--- config.mk ---
export PLATFORM = sky130hd
export DESIGN_NAME = mem_selftest
export DESIGN_NICKNAME = d
export VERILOG_FILES = /design/src/rtl/mem_selftest.sv
export SDC_FILE = /design/constraint.sdc
export NUM_CORES = 1
export LEC_CHECK = 0
export ABC_CLOCK_PERIOD_IN_PS = 3850
export BUFFER_PORTS_ARGS = -buffer_cell sky130_fd_sc_hd__buf_2
export CORE_ASPECT_RATIO = 0.8
export CORE_MARGIN = 2
export CORE_UTILIZATION = 54
export CTS_CLUSTER_DIAMETER = 100
export DETAILED_ROUTE_END_ITERATION = 7
export PLACE_DENSITY = 0.86
export SYNTH_ARGS = -nofsm -noshare
export SYNTH_HDL_FRONTEND = slang
export SYNTH_SLANG_ARGS = --single-unit
--- constraint.sdc ---
create_clock -name clk -period 3.85 [get_ports clk]
set_input_delay 0.1925 -clock clk [delete_from_list [all_inputs] [get_ports clk]]
set_output_delay 0.1925 -clock clk [all_outputs]
set_load 0.1 [all_outputs]
--- src/rtl/mem_selftest.sv ---
module mem_selftest #(
  parameter int AW = 24,
  parameter int LW = 16,
  parameter int EW = 8,
  parameter int BURST = 64,
  parameter logic [7:0] PAT = 8'hAD
) (
  input  logic          clk,
  input  logic          rst_n,
  input  logic          go,
  input  logic [AW-1:0] cfg_base,
  input  logic [LW-1:0] cfg_len,
  output logic          busy,
  output logic          done,
  output logic [EW-1:0] err_count,
  output logic [AW-1:0] first_bad,
  output logic          req_stb,
  output logic          req_wr,
  output logic [AW-1:0] req_addr,
  input  logic          req_ack,
  input  logic          d_stb,
  output logic          d_term,
  output logic [15:0]   wdata,
  input  logic [15:0]   rdata
);
  localparam int BCW = $clog2(BURST + 1);
  localparam logic [EW-1:0] EMAX = '1;

  typedef enum logic [2:0] {S_IDLE, S_WREQ, S_WDAT, S_RREQ, S_RDAT} st_t;
  st_t st;

  logic [AW-1:0]  base;
  logic [LW-1:0]  len, cnt;
  logic [BCW-1:0] bcnt;
  logic [AW-1:0]  addr;
  logic           last_word, chunk_end, in_data, bad;

  assign addr      = base + AW'(cnt);
  assign last_word = (cnt == len - LW'(1));
  assign chunk_end = (bcnt == BCW'(BURST - 1));
  assign in_data   = (st == S_WDAT) || (st == S_RDAT);
  assign busy      = (st != S_IDLE);
  assign req_stb   = (st == S_WREQ) || (st == S_RREQ);
  assign req_wr    = (st == S_WREQ);
  assign req_addr  = addr;
  assign wdata     = {PAT, addr[7:0]};
  assign d_term    = in_data && d_stb && (last_word || chunk_end);
  assign bad       = rdata != {PAT, addr[7:0]};

  always_ff @(posedge clk) begin
    if (!rst_n) begin
      st <= S_IDLE;
      base <= '0;
      len <= '0;
      cnt <= '0;
      bcnt <= '0;
      done <= 1'b0;
      err_count <= '0;
      first_bad <= '0;
    end else begin
      done <= 1'b0;
      case (st)
        S_IDLE: if (go) begin
          err_count <= '0;
          first_bad <= '0;
          base <= cfg_base;
          len <= cfg_len;
          cnt <= '0;
          bcnt <= '0;
          if (cfg_len == '0) done <= 1'b1;
          else st <= S_WREQ;
        end
        S_WREQ: if (req_ack) st <= S_WDAT;
        S_RREQ: if (req_ack) st <= S_RDAT;
        S_WDAT, S_RDAT: if (d_stb) begin
          cnt <= cnt + LW'(1);
          bcnt <= bcnt + BCW'(1);
          if (st == S_RDAT && bad) begin
            if (err_count != EMAX) err_count <= err_count + EW'(1);
            if (err_count == '0) first_bad <= addr;
          end
          if (last_word) begin
            cnt <= '0;
            bcnt <= '0;
            if (st == S_WDAT) st <= S_RREQ;
            else begin
              st <= S_IDLE;
              done <= 1'b1;
            end
          end else if (chunk_end) begin
            bcnt <= '0;
            st <= (st == S_WDAT) ? S_WREQ : S_RREQ;
          end
        end
        default: st <= S_IDLE;
      endcase
    end
  end
endmodule


# Word-level counts from Yosys, hierarchy flattened
# Cells that the tools add are included.
# word_totals
word_cells	82
ff_bits	99
out_inout_bits	77
inputBits	61
# op_classes
n_reduce_logical	17
n_eq_ne	17
muxes	35
addsub	5
# op_table
operator	n
2-to-1 mux 24 bit	4
2-to-1 mux 16 bit	3
case mux 24 bit (2 select lines)	1
2-to-1 mux 8 bit	4
case mux 16 bit (2 select lines)	1
2-to-1 mux 7 bit	4
adder 24 x 16 -> 24 bit	1
2-to-1 mux 3 bit	7
adder 16 x 1 -> 16 bit (second input constant)	1
equality test 16 bit	1
zero test 16 bit	1
inequality test 16 bit	1
case mux 8 bit (2 select lines)	1
subtractor 16 x 1 -> 16 bit (second input constant)	1
inequality test 2 bit (second input constant)	7
case mux 7 bit (2 select lines)	1
case mux 3 bit (4 select lines)	1
AND reduction 5 bit	2
adder 8 x 1 -> 8 bit (second input constant)	1
zero test 8 bit	1
inequality test 8 bit (second input constant)	1
adder 7 x 1 -> 7 bit (second input constant)	1
equality test 7 x 6 -> 1 bit (second input constant)	1
equality test 3 x 2 -> 1 bit (second input constant)	2
16 further kinds	25

# Longest topological paths before layout
# logic_depth
depth_word	6
mapped_depth	14
depth_no_buf	14

# Least setup slack after synthesis
# OpenSTA, ideal clock, no wires.
# synth_timing
kind	reg-to-output
start	register len[0]
end	output port d_term
t_required_ps	3658
arrival_ps	4398
path_stages_with_launch	11
slack_ps	-741
path_buffers	1
cell_sequence	dfxtp_1 > inv_1 > ha_1 > nor3b_1 > xnor2_1 > nor3_1 > nand3_1 > or4_4 > a211o_2 > buf_6 > a21boi_0
# synth_between
elab_chain_cells	4
# synth_lines
item	line_no	rtl
from (decl)	33	logic [LW-1:0] len, cnt;
from (signal assigned)	67	len <= cfg_len;
subtractor 16 x 1 -> 16 bit	39	assign last_word = (cnt == len - LW'(1));
equality test 16 bit	39	
logical OR 1 bit	47	assign d_term = in_data && d_stb && (last_word || chunk_end);
logical AND 1 bit	47	
to (decl)	22	output logic d_term,
# Every way passes these cells.

# Worst setup path after layout
# layout_timing
start	register cnt[6]
end	output port req_addr[21]
# layout_between
elab_chain_cells	1
# layout_lines
item	line_no	rtl
from (decl)	33	
from (signal assigned)	76	cnt <= cnt + LW'(1);
adder 24 x 16 -> 24 bit	38	assign addr = base + AW'(cnt);
to (decl)	19	output logic [AW-1:0] req_addr,
# Every way passes these cells.

==> metrics <==
detailed-route wire length 15.1 mm; worst reg2reg path depth 10; synthesized cell area between 0.005 and 0.006 sq mm; Worst R2R Setup Slack about 0.35 ns; critical path class reg -> out; share of layout cells above drive strength 1 0.210; Hold Crit Class in -> reg; Total GRT Usage 0.263; power per cell area around 640 mW/mm^2; final core area utilization 0.652; H-tree depth 3; DP HPWL between 10 and 15 mm; DIE AREA 0.0114 sq mm; cts bufs inserted 9; CP Capture Type output pin; Critical Path Sink req_addr[21]; hold depth 3; crit-path max FO 9; R2R Path End first_bad[16]; FF-to-FF Start cnt[0]; Syn Area/Cell 7.98 sq um; Setup-failing EPs final 0; Final Skew 0.0104 ns; dominant cell type by area after synthesis dfxtp_1; Startpoint Class flip-flop; post-layout min period approximately 3.6 ns; synthesis-to-layout area growth 17.3%; Worst EP required 3.66 ns; Core Box Area 0.0103 sq mm; Worst-Margin Slew just over 1 ns; maximum vdd drop ~0.44 mV; largest net degree at the start of global routing 57; top cell type's share of synthesized area 0.347; Final ANT Viol Nets 0; Post-synth EDFFs 0; first-pass GRT wire length 23.7 mm; initial core utilization 0.556; Max Clk Rate 276 MHz; Ys Warns 0; Slew Limit Fails 0; clk buf depth 2; remaining global-route overflow 0; IO Count 138; routability cong. between 0.9 and 1; per-cell routed wire length 15.7 um; crit share post-route 0.940; worst rel slew slack 0.318; Die X 119 um; CP Launch Point cnt[6]; Via-to-Cell Ratio 5.76; Reg clk slew, reported paths ~0.070 ns; distinct cell type count after synthesis 64; initial DRC count between 400 and 500; leading post-synthesis cells by cell area dfxtp_1 (35%), nand2_1 (8.7%), a21oi_1 (6.7%), xnor2_1 (6.6%), ha_1 (4.8%); Root Buffer clkbuf_16; sum of negative setup slack 0 ns; ys flop type dfxtp_1; Hold Fails Final Rpt 0; RSZ-0062 raised after global routing false; FFs w/ async S/R, synth 0; CTS tree built; via count 5539; row cnt 33; Mapped Cells 716; ANT cells 0; maxcap violations 0; Remaining DRCs 0; final layout net count 902; Die Y 96.0 um; vias in the first global route roughly 4900; Post-CTS Hold Fix Bufs 0; First-pass DRT Iterations 5; outcome complete, no violations; setup bufs post-CTS 0; sequential element share of the synthesized area 0.347; Clk Latency, worst-skew pair 0.35 ns; WP data arrival 3.43 ns; Sink Count 99; Yosys reg bits 99; Port Buffer Count 129; initial antenna violation count 0; Static Leakage 2.88 nW
==> cell families (layout without fill, tap and decap cells) <==
logic type | after synthesis | after routing | share of synthesized area
and+or+nand+nor | 304 | 304 | 0.255
AOI/OAI and AO/OA | 143 | 143 | 0.156
DFF | 99 | 99 | 0.347
xor gates and xnor gates | 76 | 76 | 0.124
buffers and inverters | 64 | 164 | 0.0565
adders and majority gates | 24 | 24 | 0.0534
muxes | 4 | 4 | 0.00722
other | 2 | 8 | 0.00131
==> layer usage <==
metal	track usage	wire length, um
met3	0.0764	1410
met5	0	0
met2	0.410	6820
met4	0.0734	194
met1	0.358	6700
==> placed cells by master (no fill, tap or decap), types with 8 or more instances in the layout <==
| cell | instances |
|---|---|
| conb_1 | 8 |
| xor2_1 | 27 |
| nand2_1 | 132 |
| clkbuf_16 | 9 |
| ha_1 | 22 |
| nor3_1 | 32 |
| xnor2_1 | 40 |
| buf_2 | 127 |
| o21ai_0 | 12 |
| dfxtp_1 | 99 |
| nand4_1 | 27 |
| nor2_1 | 48 |
| nand3_1 | 18 |
| inv_1 | 13 |
| nor4_1 | 9 |
| a21oi_1 | 76 |
==> how the worst min path moves through the flow <==
stage | start | endpoint | slack, ns
floorplan | cfg_base[22] | base[22] | 0.33
global placement | cfg_base[22] | base[22] | 0.44
detailed placement | cfg_base[5] | base[5] | 0.44
CTS | cfg_base[5] | base[5] | 0.07
global route | cfg_base[1] | base[1] | 0.07
finish | cfg_base[5] | base[5] | 0.07
==> cell type report <==
type                       count  area, sq um
timing repair buffer         135          696
clock buffer                   9          225
clock inverter                 6         90.1
multi-input combinational    559         3490
sequential                    99         1980
fill                         858         3570
inverter                      14         52.6
tap                          140          175
==> flip-flops by register name, summed over array words and instances (netlist names) <==
| signal | cells |
|---|---|
| base | 24 |
| first_bad | 24 |
| cnt | 16 |
| len | 16 |
| err_count | 8 |
| bcnt | 7 |
| st | 3 |
| done | 1 |
==> metrics by stage <==
step,hold slack (ns),area (sq um),instances,setup slack [ns],power (mW)
floorplan,0.328,5780,722,0.00116,2.99
global placement,0.437,6380,947,0.484,3.29
detailed placement,0.441,6380,947,0.397,3.32
CTS,0.0682,6700,962,0.139,4.29
global route,0.0742,6710,962,0.0159,4.49
finish,0.0744,6710,962,0.230,4.30
==> power by group <==
part	total [mW]	internal (mW)	switching (mW)
clock network	0.976	0.568	0.407
logic	2.07	0.486	1.58
registers	1.26	1.13	0.127
total	4.30	2.19	2.11
==> cell usage after synthesis (3+ instances only) <==
cell type,count
a2111oi_0,3
a21o_1,5
a21oi_1,76
a22o_1,7
a31oi_1,8
a32oi_1,3
and2_1,5
and3_1,3
and4_1,3
buf_2,6
buf_4,16
clkbuf_1,26
dfxtp_1,99
ha_1,22
inv_1,13
mux2i_1,3
nand2_1,132
nand2b_1,6
nand3_1,18
nand4_1,27
nand4b_1,3
nor2_1,48
nor3_1,32
nor3b_1,3
nor4_1,9
o21a_1,4
o21ai_0,13
o31ai_1,3
xnor2_1,43
xnor3_1,3
xor2_1,30
==> critical path, cell delays in order (launching register included) <==
cell       delay [ns]
dfxtp_1          0.46
ha_1             0.39
a21oi_1          0.33
o21ai_0          0.14
a21o_1           0.26
a2111oi_1        0.54
nor2_1           0.17
nand3_1          0.14
xnor2_1          0.16
buf_2            0.47
==> what timing repair did <==
action                     CTS  global route
setup endpoints to repair    0             7
hold endpoints to repair     0             0
resized for setup            0             5
(Power assumes the default switching activity.)
